File: src/rtl/simd_lane_pkg.sv
package simd_lane_pkg;

  typedef enum logic [4:0] {
    OP_NOP   = 5'd0,
    OP_ADD   = 5'd1,
    OP_SUB   = 5'd2,
    OP_AND   = 5'd3,
    OP_OR    = 5'd4,
    OP_XOR   = 5'd5,
    OP_INV   = 5'd6,
    OP_MOVA  = 5'd7,
    OP_SHL   = 5'd8,
    OP_SHR   = 5'd9,
    OP_RST   = 5'd10,
    OP_SET   = 5'd11,
    OP_MOVR  = 5'd12,
    OP_SWAP  = 5'd13,
    OP_MOVTS = 5'd14,
    OP_MOVFS = 5'd15,
    OP_SETZ  = 5'd16,
    OP_SETC  = 5'd17,
    OP_CLRZ  = 5'd18,
    OP_CLRC  = 5'd19,
    OP_FRZC  = 5'd20,
    OP_FRZNC = 5'd21,
    OP_FRZZ  = 5'd22,
    OP_FRZNZ = 5'd23,
    OP_UNFRZ = 5'd24,
    OP_STC   = 5'd25,
    OP_STNC  = 5'd26,
    OP_STZ   = 5'd27,
    OP_STNZ  = 5'd28,
    OP_LOAD  = 5'd29
  } pe_op_e;

  function automatic logic is_frz_grp(pe_op_e op);
    return (op >= OP_FRZC) && (op <= OP_UNFRZ);
  endfunction

  function automatic logic is_store(pe_op_e op);
    return (op >= OP_STC) && (op <= OP_STNZ);
  endfunction

  // flag test shared by masking and stores: 0:C=1 1:C=0 2:Z=1 3:Z=0
  function automatic logic flag_test(logic [1:0] kind, logic z, logic c);
    case (kind)
      2'd0:    return c;
      2'd1:    return !c;
      2'd2:    return z;
      default: return !z;
    endcase
  endfunction

endpackage

File: src/rtl/simd_lane_alu.sv
module simd_lane_alu
  import simd_lane_pkg::*;
#(
  parameter int W = 16
) (
  input  pe_op_e         op_i,
  input  logic [W-1:0]   acc_i,
  input  logic [W-1:0]   rs_i,
  input  logic [W-1:0]   shd_i,
  input  logic [W-1:0]   data_i,
  output logic           wr_en_o,
  output logic           wr_acc_o,
  output logic [W-1:0]   wr_data_o,
  output logic           shw_en_o,
  output logic [W-1:0]   shw_data_o,
  output logic           z_we_o,
  output logic           z_d_o,
  output logic           c_we_o,
  output logic           c_d_o
);

  logic [W:0] sum_w;
  logic [W:0] dif_w;

  assign sum_w = {1'b0, acc_i} + {1'b0, rs_i};
  assign dif_w = {1'b0, acc_i} - {1'b0, rs_i};

  always_comb begin
    wr_en_o    = 1'b0;
    wr_acc_o   = 1'b1;
    wr_data_o  = '0;
    shw_en_o   = 1'b0;
    shw_data_o = rs_i;
    z_we_o     = 1'b0;
    z_d_o      = 1'b0;
    c_we_o     = 1'b0;
    c_d_o      = 1'b0;
    unique case (op_i)
      OP_ADD: begin
        wr_en_o = 1'b1; wr_data_o = sum_w[W-1:0];
        c_we_o  = 1'b1; c_d_o = sum_w[W];
        z_we_o  = 1'b1;
      end
      OP_SUB: begin
        wr_en_o = 1'b1; wr_data_o = dif_w[W-1:0];
        c_we_o  = 1'b1; c_d_o = dif_w[W];
        z_we_o  = 1'b1;
      end
      OP_AND:  begin wr_en_o = 1'b1; wr_data_o = acc_i & rs_i; z_we_o = 1'b1; end
      OP_OR:   begin wr_en_o = 1'b1; wr_data_o = acc_i | rs_i; z_we_o = 1'b1; end
      OP_XOR:  begin wr_en_o = 1'b1; wr_data_o = acc_i ^ rs_i; z_we_o = 1'b1; end
      OP_INV:  begin wr_en_o = 1'b1; wr_data_o = ~rs_i;        z_we_o = 1'b1; end
      OP_MOVA: begin wr_en_o = 1'b1; wr_data_o = rs_i;         z_we_o = 1'b1; end
      OP_SHL: begin
        wr_en_o = 1'b1; wr_data_o = {acc_i[W-2:0], 1'b0};
        c_we_o  = 1'b1; c_d_o = acc_i[W-1];
        z_we_o  = 1'b1;
      end
      OP_SHR: begin
        wr_en_o = 1'b1; wr_data_o = {1'b0, acc_i[W-1:1]};
        c_we_o  = 1'b1; c_d_o = acc_i[0];
        z_we_o  = 1'b1;
      end
      OP_RST: begin
        wr_en_o = 1'b1; wr_acc_o = 1'b0; wr_data_o = '0;
        z_we_o  = 1'b1;
      end
      OP_SET:  begin wr_en_o = 1'b1; wr_acc_o = 1'b0; wr_data_o = '1; end
      OP_MOVR: begin wr_en_o = 1'b1; wr_acc_o = 1'b0; wr_data_o = acc_i; end
      OP_LOAD: begin wr_en_o = 1'b1; wr_acc_o = 1'b0; wr_data_o = data_i; end
      OP_SWAP: begin
        wr_en_o  = 1'b1; wr_acc_o = 1'b0; wr_data_o = shd_i;
        shw_en_o = 1'b1;
      end
      OP_MOVTS: shw_en_o = 1'b1;
      OP_MOVFS: begin wr_en_o = 1'b1; wr_acc_o = 1'b0; wr_data_o = shd_i; end
      OP_SETZ: begin z_we_o = 1'b1; z_d_o = 1'b1; end
      OP_CLRZ: begin z_we_o = 1'b1; z_d_o = 1'b0; end
      OP_SETC: begin c_we_o = 1'b1; c_d_o = 1'b1; end
      OP_CLRC: begin c_we_o = 1'b1; c_d_o = 1'b0; end
      default: ;
    endcase
    // zero test for writes into the accumulator; RST forces Z low
    if (z_we_o && wr_en_o && wr_acc_o) z_d_o = (wr_data_o == '0);
  end

endmodule

File: src/rtl/simd_lane_regfile.sv
module simd_lane_regfile #(
  parameter int W     = 16,
  parameter int NREG  = 8,
  parameter int SEL_W = $clog2(NREG)
) (
  input  logic             clk_i,
  input  logic             rst_ni,
  input  logic [SEL_W-1:0] sel_i,
  input  logic             wr_en_i,
  input  logic [SEL_W-1:0] wr_idx_i,
  input  logic [W-1:0]     wr_data_i,
  input  logic             shw_en_i,
  input  logic [W-1:0]     shw_data_i,
  output logic [W-1:0]     acc_o,
  output logic [W-1:0]     rs_o,
  output logic [W-1:0]     shd_o
);

  logic [W-1:0] reg_q [NREG];
  logic [W-1:0] shd_q [NREG];

  for (genvar i = 0; i < NREG; i++) begin : g_reg
    always_ff @(posedge clk_i or negedge rst_ni) begin
      if (!rst_ni) begin
        reg_q[i] <= '0;
        shd_q[i] <= '0;
      end else begin
        if (wr_en_i && (wr_idx_i == SEL_W'(i))) reg_q[i] <= wr_data_i;
        if (shw_en_i && (sel_i == SEL_W'(i)))   shd_q[i] <= shw_data_i;
      end
    end
  end

  assign acc_o = reg_q[0];
  assign rs_o  = reg_q[sel_i];
  assign shd_o = shd_q[sel_i];

endmodule

File: src/rtl/simd_lane_mask.sv
module simd_lane_mask #(
  parameter int LVL_MAX = 256,
  parameter int LVL_W   = $clog2(LVL_MAX + 1)
) (
  input  logic             clk_i,
  input  logic             rst_ni,
  input  logic             frz_req_i,
  input  logic             frz_cond_i,
  input  logic             unfrz_req_i,
  output logic [LVL_W-1:0] level_o,
  output logic             frozen_o
);

  localparam logic [LVL_W-1:0] LvlTop = LVL_W'(LVL_MAX);

  logic [LVL_W-1:0] level_q;

  always_ff @(posedge clk_i or negedge rst_ni) begin
    if (!rst_ni) begin
      level_q <= '0;
    end else if (frz_req_i) begin
      // nested regions deepen unconditionally
      if ((frozen_o || frz_cond_i) && level_q != LvlTop) level_q <= level_q + 1'b1;
    end else if (unfrz_req_i && level_q != '0) begin
      level_q <= level_q - 1'b1;
    end
  end

  assign level_o  = level_q;
  assign frozen_o = (level_q != '0);

  p_unfrz_step_r10: assert property (@(posedge clk_i) disable iff (!rst_ni)
    (unfrz_req_i && !frz_req_i && level_q != '0) |=> (level_q == $past(level_q) - 1'b1));

  p_unfrz_floor_r10: assert property (@(posedge clk_i) disable iff (!rst_ni)
    (unfrz_req_i && !frz_req_i && level_q == '0) |=> (level_q == '0));

  p_sat_hold_r11: assert property (@(posedge clk_i) disable iff (!rst_ni)
    (frz_req_i && level_q == LvlTop) |=> (level_q == LvlTop));

  p_nest_inc_r9: assert property (@(posedge clk_i) disable iff (!rst_ni)
    (frz_req_i && frozen_o && level_q != LvlTop) |=> (level_q == $past(level_q) + 1'b1));

endmodule

File: src/rtl/simd_lane_pe.sv
module simd_lane_pe
  import simd_lane_pkg::*;
#(
  parameter int W       = 16,
  parameter int NREG    = 8,
  parameter int SEL_W   = $clog2(NREG),
  parameter int LVL_MAX = 256,
  parameter int LVL_W   = $clog2(LVL_MAX + 1)
) (
  input  logic             clk_i,
  input  logic             rst_ni,
  input  logic             issue_i,
  input  logic [4:0]       op_i,
  input  logic [SEL_W-1:0] sel_i,
  input  logic [W-1:0]     data_i,
  input  logic             frz_store_block_i,
  output logic             frozen_o,
  output logic [LVL_W-1:0] level_o,
  output logic             flag_z_o,
  output logic             flag_c_o,
  output logic [W-1:0]     acc_o,
  output logic             store_en_o,
  output logic [W-1:0]     store_data_o
);

  pe_op_e op;
  assign op = pe_op_e'(op_i);

  logic op_frz, op_st, exec;
  assign op_frz = is_frz_grp(op);
  assign op_st  = is_store(op);
  assign exec   = issue_i && !frozen_o && !op_frz && !op_st;

  logic [W-1:0] rs, shd;
  logic         wr_en, wr_acc, shw_en, z_we, z_d, c_we, c_d;
  logic [W-1:0] wr_data, shw_data;
  logic         z_q, c_q;

  simd_lane_alu #(.W(W)) i_alu (
    .op_i       (op),
    .acc_i      (acc_o),
    .rs_i       (rs),
    .shd_i      (shd),
    .data_i     (data_i),
    .wr_en_o    (wr_en),
    .wr_acc_o   (wr_acc),
    .wr_data_o  (wr_data),
    .shw_en_o   (shw_en),
    .shw_data_o (shw_data),
    .z_we_o     (z_we),
    .z_d_o      (z_d),
    .c_we_o     (c_we),
    .c_d_o      (c_d)
  );

  simd_lane_regfile #(.W(W), .NREG(NREG), .SEL_W(SEL_W)) i_regfile (
    .clk_i      (clk_i),
    .rst_ni     (rst_ni),
    .sel_i      (sel_i),
    .wr_en_i    (exec && wr_en),
    .wr_idx_i   (wr_acc ? '0 : sel_i),
    .wr_data_i  (wr_data),
    .shw_en_i   (exec && shw_en),
    .shw_data_i (shw_data),
    .acc_o      (acc_o),
    .rs_o       (rs),
    .shd_o      (shd)
  );

  // mask codes 20..23 map onto the shared flag test; 24 is unmask
  logic frz_req, unfrz_req, frz_cond;
  assign frz_req   = issue_i && op_frz && (op != OP_UNFRZ);
  assign unfrz_req = issue_i && (op == OP_UNFRZ);
  assign frz_cond  = flag_test(op_i[1:0], z_q, c_q);

  simd_lane_mask #(.LVL_MAX(LVL_MAX), .LVL_W(LVL_W)) i_mask (
    .clk_i       (clk_i),
    .rst_ni      (rst_ni),
    .frz_req_i   (frz_req),
    .frz_cond_i  (frz_cond),
    .unfrz_req_i (unfrz_req),
    .level_o     (level_o),
    .frozen_o    (frozen_o)
  );

  always_ff @(posedge clk_i or negedge rst_ni) begin
    if (!rst_ni) begin
      z_q <= 1'b0;
      c_q <= 1'b0;
    end else if (exec) begin
      if (z_we) z_q <= z_d;
      if (c_we) c_q <= c_d;
    end
  end

  assign flag_z_o = z_q;
  assign flag_c_o = c_q;

  // store codes 25..28: low bits 01,10,11,00 -> test index 0..3
  logic st_cond;
  assign st_cond = flag_test(op_i[1:0] - 2'd1, z_q, c_q);

  always_ff @(posedge clk_i or negedge rst_ni) begin
    if (!rst_ni) begin
      store_en_o   <= 1'b0;
      store_data_o <= '0;
    end else begin
      store_en_o <= issue_i && op_st && st_cond && !(frozen_o && frz_store_block_i);
      if (issue_i && op_st) store_data_o <= rs;
    end
  end

  p_frozen_hold_r9: assert property (@(posedge clk_i) disable iff (!rst_ni)
    (issue_i && frozen_o && !op_frz && !op_st)
    |=> ($stable(flag_z_o) && $stable(flag_c_o) && $stable(acc_o)));

  p_store_src_r12: assert property (@(posedge clk_i) disable iff (!rst_ni)
    !(issue_i && op_st) |=> !store_en_o);

  p_store_block_r13: assert property (@(posedge clk_i) disable iff (!rst_ni)
    (issue_i && op_st && frozen_o && frz_store_block_i) |=> !store_en_o);

  p_shl_carry_r4: assert property (@(posedge clk_i) disable iff (!rst_ni)
    (issue_i && !frozen_o && op == OP_SHL) |=> (flag_c_o == $past(acc_o[W-1])));

  p_shr_carry_r4: assert property (@(posedge clk_i) disable iff (!rst_ni)
    (issue_i && !frozen_o && op == OP_SHR) |=> (flag_c_o == $past(acc_o[0])));

endmodule

File: config.mk
export PLATFORM = sky130hd
export DESIGN_NAME = simd_lane_pe
export DESIGN_NICKNAME = d
export VERILOG_FILES = /design/src/rtl/simd_lane_pkg.sv /design/src/rtl/simd_lane_alu.sv /design/src/rtl/simd_lane_regfile.sv /design/src/rtl/simd_lane_mask.sv /design/src/rtl/simd_lane_pe.sv
export SDC_FILE = /design/constraint.sdc
export NUM_CORES = 1
export LEC_CHECK = 0
export ABC_AREA = 1
export CAP_MARGIN = 10
export CORE_MARGIN = 4
export CORE_UTILIZATION = 35
export DETAILED_ROUTE_END_ITERATION = 8
export DONT_BUFFER_PORTS = 1
export SYNTH_ARGS = -nofsm -noshare
export SYNTH_HDL_FRONTEND = slang
export SYNTH_SLANG_ARGS = --single-unit
File: constraint.sdc
create_clock -name clk_i -period 4.5 [get_ports clk_i]
set_clock_uncertainty 0.2 [all_clocks]
set_input_delay 0.225 -clock clk_i [delete_from_list [all_inputs] [get_ports clk_i]]
set_output_delay 0.225 -clock clk_i [all_outputs]
set_load 0.05 [all_outputs]
# == Word-level counts from Yosys, hierarchy flattened ==
# Index checks and enable logic that the tools add are counted.
# word_totals
input_bits,28
elab_cells,156
reg_bits,284
# op_classes
n_eq_ne,42
n_addsub,5
mux,21
n_lt_le_gt_ge,5
bitwise,5
reduce_logical,57
# op_table
cell,n
one-hot mux 16 bit (13 select lines),1
binary-select mux 16 bit (select 3 bit),2
2-to-1 mux 16 bit,4
== test 5 x 4 -> 1 bit (second input constant),8
logical AND 1 bit,34
== test 5 bit (second input constant),6
2-to-1 mux 9 bit,3
== test 3 bit (second input constant),8
== test 5 x 3 -> 1 bit (second input constant),4
adder 16 x 16 -> 17 bit,1
subtractor 16 x 16 -> 17 bit,1
bitwise AND 16 bit,1
zero test 16 bit,1
NOT 16 bit,1
bitwise OR 16 bit,1
XOR 16 bit,1
OR reduction 15 bit,1
== test 3 x 2 -> 1 bit (second input constant),4
OR reduction 12 bit,1
OR reduction 6 bit,2
== test 5 x 2 -> 1 bit (second input constant),2
greater-or-equal comparator 5 bit (second input constant),2
less-or-equal comparator 5 bit (second input constant),2
adder 9 x 1 -> 9 bit (second input constant),1
23 further kinds,43

# == Logic depth before layout (Yosys ltp) ==
# logic_depth
word_depth,8
ltp_mapped,27
depth_no_buf,24

# == Cells and area by module ==
# From an unflattened synthesis, not the netlist that was laid out.
# unflattened
hier_cells,2727
hier_area_um2,18117.4
# by_module_without_submodules
mod,instances,cells_per_inst,area_per_inst_um2
simd_lane_regfile,1,1653,12239.2
simd_lane_alu,1,825,4066.4
simd_lane_pe,1,122,984.7
simd_lane_mask,1,127,827.0

# == Worst setup path after synthesis ==
# Ideal clock, no wire load.
# synth_path
path_type,input to register
start,in sel_i[0]
end,reg z_q (netlist: flag_z_o)
path_stages,23
arrival_ps,3054
path_slack_ps,1173
setup_time_ps,73
path_cell_list,buf_6 > buf_2 > o21ai_0 > nand2_1 > nand3_1 > nand2_1 > clkbuf_1 > inv_1 > ha_1 > inv_1 > fa_1 > nand3b_1 > nand2_1 > nand3_1 > nand2_1 > nand3_1 > a21oi_1 > nor2_1 > nor2_2 > nand3_1 > nor2_1 > nand2_1 > a21oi_2
# synth_via
elab_chain_len,8
word_cells_on_any_way,16
classes_between,add/sub: 2; mux: 8; bitwise: 5; reduce/logical: 1
# synth_lines
item,line_no,rtl
"start, declared",simd_lane_pe.sv:14,"input logic [SEL_W-1:0] sel_i,"
NOT 3 -> 4 bit (implied by the code) *,simd_lane_regfile.sv:35,assign rs_o = reg_q[sel_i];
binary-select mux 16 bit (select 3 bit) *,simd_lane_regfile.sv:35,
2-to-1 mux 16 bit (implied by the code) * (2 in series),simd_lane_regfile.sv:35,
named net i_alu.rs_i[0],simd_lane_alu.sv:8,"input logic [W-1:0] rs_i,"
"subtractor 16 x 16 -> 17 bit, or another cell as far along",simd_lane_alu.sv:26,"assign dif_w = {1'b0, acc_i} - {1'b0, rs_i};"
one-hot mux 16 bit (13 select lines) *,simd_lane_alu.sv:38,unique case (op_i)
zero test 16 bit *,simd_lane_alu.sv:84,if (z_we_o && wr_en_o && wr_acc_o) z_d_o = (wr_data_o == '0);
2-to-1 mux 1 bit *,simd_lane_alu.sv:84,
"end signal, assigned",simd_lane_pe.sv:91,if (z_we) z_q <= z_d;
"end, declared",simd_lane_pe.sv:37,"logic z_q, c_q;"
# The timed path passes the listed nets; every way through them passes the cells marked *. The select of a mux whose other input is x is not followed.
# A chain may end at the register's enable or synchronous reset.

# == Worst setup path after layout ==
# layout_path
start,reg i_regfile.reg_q (netlist bit i_regfile.acc_o[8])
end,reg c_q (netlist: flag_c_o)
# layout_via
elab_chain_len,5
word_cells_on_any_way,6
classes_between,add/sub: 2; mux: 4
# layout_lines
item,line_no,rtl
"start, declared",simd_lane_regfile.sv:19,logic [W-1:0] reg_q [NREG];
"start signal, assigned by index",simd_lane_regfile.sv:28,if (wr_en_i && (wr_idx_i == SEL_W'(i))) reg_q[i] <= wr_data_i;
binary-select mux 16 bit (select 3 bit) *,simd_lane_regfile.sv:35,
2-to-1 mux 16 bit (implied by the code) * (2 in series),simd_lane_regfile.sv:35,
named net i_alu.rs_i[8],simd_lane_alu.sv:8,
subtractor 16 x 16 -> 17 bit or adder 16 x 16 -> 17 bit (tied branches),"simd_lane_alu.sv:26, simd_lane_alu.sv:25",
one-hot mux 1 bit (5 select lines) *,simd_lane_alu.sv:38,
"end signal, assigned",simd_lane_pe.sv:89,c_q <= 1'b0;
"end signal, assigned",simd_lane_pe.sv:92,if (c_we) c_q <= c_d;
"end, declared",simd_lane_pe.sv:37,
# Marks and branches as above.

==> key figures <==
Power
  – Worst-case vdd ir drop: about 0.41 mV
  – Leakage: between 8 and 9 nW
  – Pint: 0.00441 W
  – Clock Power Share: 39.8%
  – Comb power frac: 13.6%
  – Pwr Density: ~340 nW/um2
  – Switching part of the total power: a little under a third
  – P_sw: 0.00199 W
  – Seq pwr share: a little under half
  – Total power: 0.00640 W

Logic synthesis
  – Asr flop ratio synth: 100%
  – Syn avg cell area: between 7 and 8 um2
  – Flops & latches, synth: ~280
  – Post-synth EDFFs: 0
  – Synth warnings: 0
  – Synthesized cell area: 16,900 um2
  – Prevailing post-synth register cell: dfrtp_1
  – Synth Instances: 2,354
  – Syn Nets: about 2,400
  – Netlist cell types: 53
  – Sequential-to-total area share from yosys stat: roughly two fifths

Floorplanning
  – Chip height: 228 um
  – Core Footprint: about 48,000 um2
  – I/O pins: 73
  – Die X: about 230 um
  – Starting Density: between 30% and 40%
  – Rows: 80
  – Die area: a little over 50,000 um2

Global route
  – Initial antenna violation count: 0
  – Pin count of the biggest net entering global routing: 285
  – Vias in the first global route: between 15,000 and 20,000
  – First-pass GRT wire length: roughly 90,000 um
  – Total gr overflow: 0
  – GRT Overall Usage: 21.3%

Clocking
  – Skew-Pair Late Insertion Delay: 0.59 ns
  – Clock-pin slew on the worst setup and hold paths: approximately 0.060 ns
  – H-tree depth: 1
  – Root buffer cell: clkbuf_16
  – Clock Tree Buf Depth: 3
  – CTS Hold Bufs: 12
  – CTS tree: built
  – CTS Buf Count: 31
  – CTS sink cnt: approximately 280

Route
  – Via count: around 16,000
  – WL final: ~57,000 um
  – DRC errors left: 0
  – Antenna Nets Post-Route: 0
  – DRT iter0 DRCs: between 1,500 and 2,000
  – 1st-pass router iterations: 6
  – Wire per inst: approximately 19 um
  – Vias per cell: between 5 and 6

Final layout
  – Finished Layout Cells: 2,966
  – Final #Nets: 2,415
  – N_diodes: 0
  – Final core utilization: about two fifths
  – Area grow syn2layout: 10.8%
  – Layout cell share with drive strength beyond 1: a little under a tenth
  – Fillers: ~5,000

Outcome
  – Failing checks: hold timing
  – Status: finished, violations left

STA
  – Final hold vios: ~280
  – Slew @ Worst Pin: roughly 0.9 ns
  – Final setup viols: 0
  – Crit share post-route: between 90% and 100%
  – Slew margin rel.: about two fifths
  – Total Neg Setup Slack: 0 ns
  – Final Slew Violations: 0
  – Hold Worst Slack: -0.834 ns
  – Unrepaired setup endpoints after global routing: false
  – Max Freq: 239 MHz
  – Min Tclk post-route: around 4.2 ns

Worst setup path
  – Reg2Reg Depth: 21
  – FF-to-FF End: flag_c_o$_DFFE_PN0P_
  – Critical Path End Type: register
  – CP bufs+invs: 7
  – Reg-to-reg setup timing slack: 0.31 ns
  – Top delay family on crit path: buffers and inverters
  – Crit path depth: 21
  – Req. time, crit path: approximately 4.8 ns
  – Critical-path maximum fanout: 12
  – CP Launch Point: i_regfile.acc_o[8]$_DFFE_PN0P_
  – Crit path DAT: 4.45 ns
  – Worst path cell trace: buf_4, inv_1, o21ai_0, nand2_1, nand4_1, nand2_1, buf_6, inv_1, ha_1, inv_1, o21ai_1, a21oi_2, nor2_1, nor2_2, a211oi_2, o21ai_1, nand3_1, nand3_1, dlygate4sd3_1, nand2_1, dlygate4sd3_1
  – Worst setup SP type: register
  – Crit path max-delay cell type: dlygate4sd3_1
  – Setup crit end: flag_c_o$_DFFE_PN0P_
  – Slowest cell delay on critical path: 0.55 ns
  – Setup Crit Path Kind: reg2reg
  – Worst r2r src: i_regfile.acc_o[8]$_DFFE_PN0P_

Worst hold path
  – Worst hold-check path type: in2async

Placement
  – Number of buffers added on ports: 0
  – GP Congestion: 0.947
  – Post-DP HPWL: 39,600 um
  – Cell count after placement: 2,889

Job
  – Max Cap Viol: 0
[metal layers]
layer	up-vias	track usage (%)	wire length [um]	share of wire, %
met5	-	0	0	0
met4	0	5.42	1570	2.7
met3	95	3.54	3900	6.8
met2	590	34.2	25600	45
met1	7409	30.2	25900	45
li1	7503	-	-	-
[logic make-up after synthesis]
family,after synthesis,share of synthesized area [%]
multiplexers,10,0.658
adder cells (fa/ha/maj),61,4.64
AO/OA/AOI/OAI,424,13.3
buffers and inverters,332,8.57
XOR/XNOR,9,0.465
flip-flops,284,42.0
AND/OR/NAND/NOR,1234,30.4
[worst min-delay path by stage]
stage / from / end / slack, ns / cells past startpoint
global route: rst_ni / i_regfile.reg_q[5]$_DFFE_PN0P_ / -0.86 / 0
finish: rst_ni / i_regfile.acc_o[3]$_DFFE_PN0P_ / -0.83 / 0
floorplan: rst_ni / flag_c_o$_DFFE_PN0P_ / -0.27 / 0
global placement: rst_ni / i_regfile.acc_o[6]$_DFFE_PN0P_ / -0.25 / 0
CTS: rst_ni / i_regfile.reg_q[76]$_DFFE_PN0P_ / -0.86 / 0
detailed placement: rst_ni / i_regfile.acc_o[3]$_DFFE_PN0P_ / -0.25 / 0
[cell usage after synthesis, types with 27 or more instances]
cell type / number / area, um2
a21oi_1: 51 / 255
buf_2: 61 / 305
buf_4: 28 / 210
clkbuf_1: 51 / 191
dfrtp_1: 284 / 7110
ha_1: 58 / 726
inv_1: 172 / 646
nand2_1: 763 / 2860
nand3_1: 137 / 686
nand4_1: 27 / 169
nor2_1: 238 / 893
o21ai_0: 160 / 801
o21ai_1: 161 / 806
[cell usage in the layout, fill, tap and decap left out, types with 49 or more instances in the layout]
cell type and instances:
nand2_1 758, dfrtp_1 284, nor2_1 236, inv_1 168, o21ai_1 163, o21ai_0 157
nand3_1 136, buf_4 66, ha_1 51, a21oi_1 49
[timing repair]
action	CTS	global route
endpoints found under the hold margin	294	284
endpoints found under the setup margin	0	2
resized for setup	0	37
buffers inserted	0	7
[power by group through the flow]
stage               logic (W)  registers, W  clock network [W]
floorplan            0.000627       0.00300                  0
CTS                  0.000848       0.00298            0.00259
global placement     0.000825       0.00303                  0
global route         0.000967       0.00300            0.00269
finish               0.000871       0.00298            0.00255
detailed placement   0.000837       0.00303                  0
[sequential cells by signal (all words and copies together), names as in the netlist]
signal	count
i_regfile.shd_q	128
i_regfile.reg_q	112
i_regfile.acc_o	16
store_data_o	16
i_mask.level_o	9
flag_c_o	1
flag_z_o	1
store_en_o	1
[area by class of cell]
type	count	area, um2	share of cell area (%)
flip-flops and latches	284	7110	37.9
multi-input cells	1738	8470	45.2
inverters	187	706	3.76
repair buffers	84	687	3.66
clock inverters	11	93.8	0.500
clock buffers	47	926	4.93
well taps	615	769	4.10
[metrics by stage]
| step | setup slack [ns] | area (um2) |
|---|---|---|
| 2_1_floorplan | 1.17 | 16900 |
| 3_3_place_gp | 0.546 | 17400 |
| 3_5_place_dp | 0.571 | 17400 |
| 4_1_cts | 0.100 | 18600 |
| 5_1_grt | 0.000582 | 18800 |
| 6_report | 0.310 | 18800 |
[worst register-to-register path, delay by kind of cell, from the launching register on]
kind            cells  cell delay [ns]
fa+ha+maj           1             0.19
flops               1             0.36
simple gates        8             0.84
compound gates      5             0.64
buf+inv             7             1.85
No activity file was read; power rests on OpenSTA's default activity.
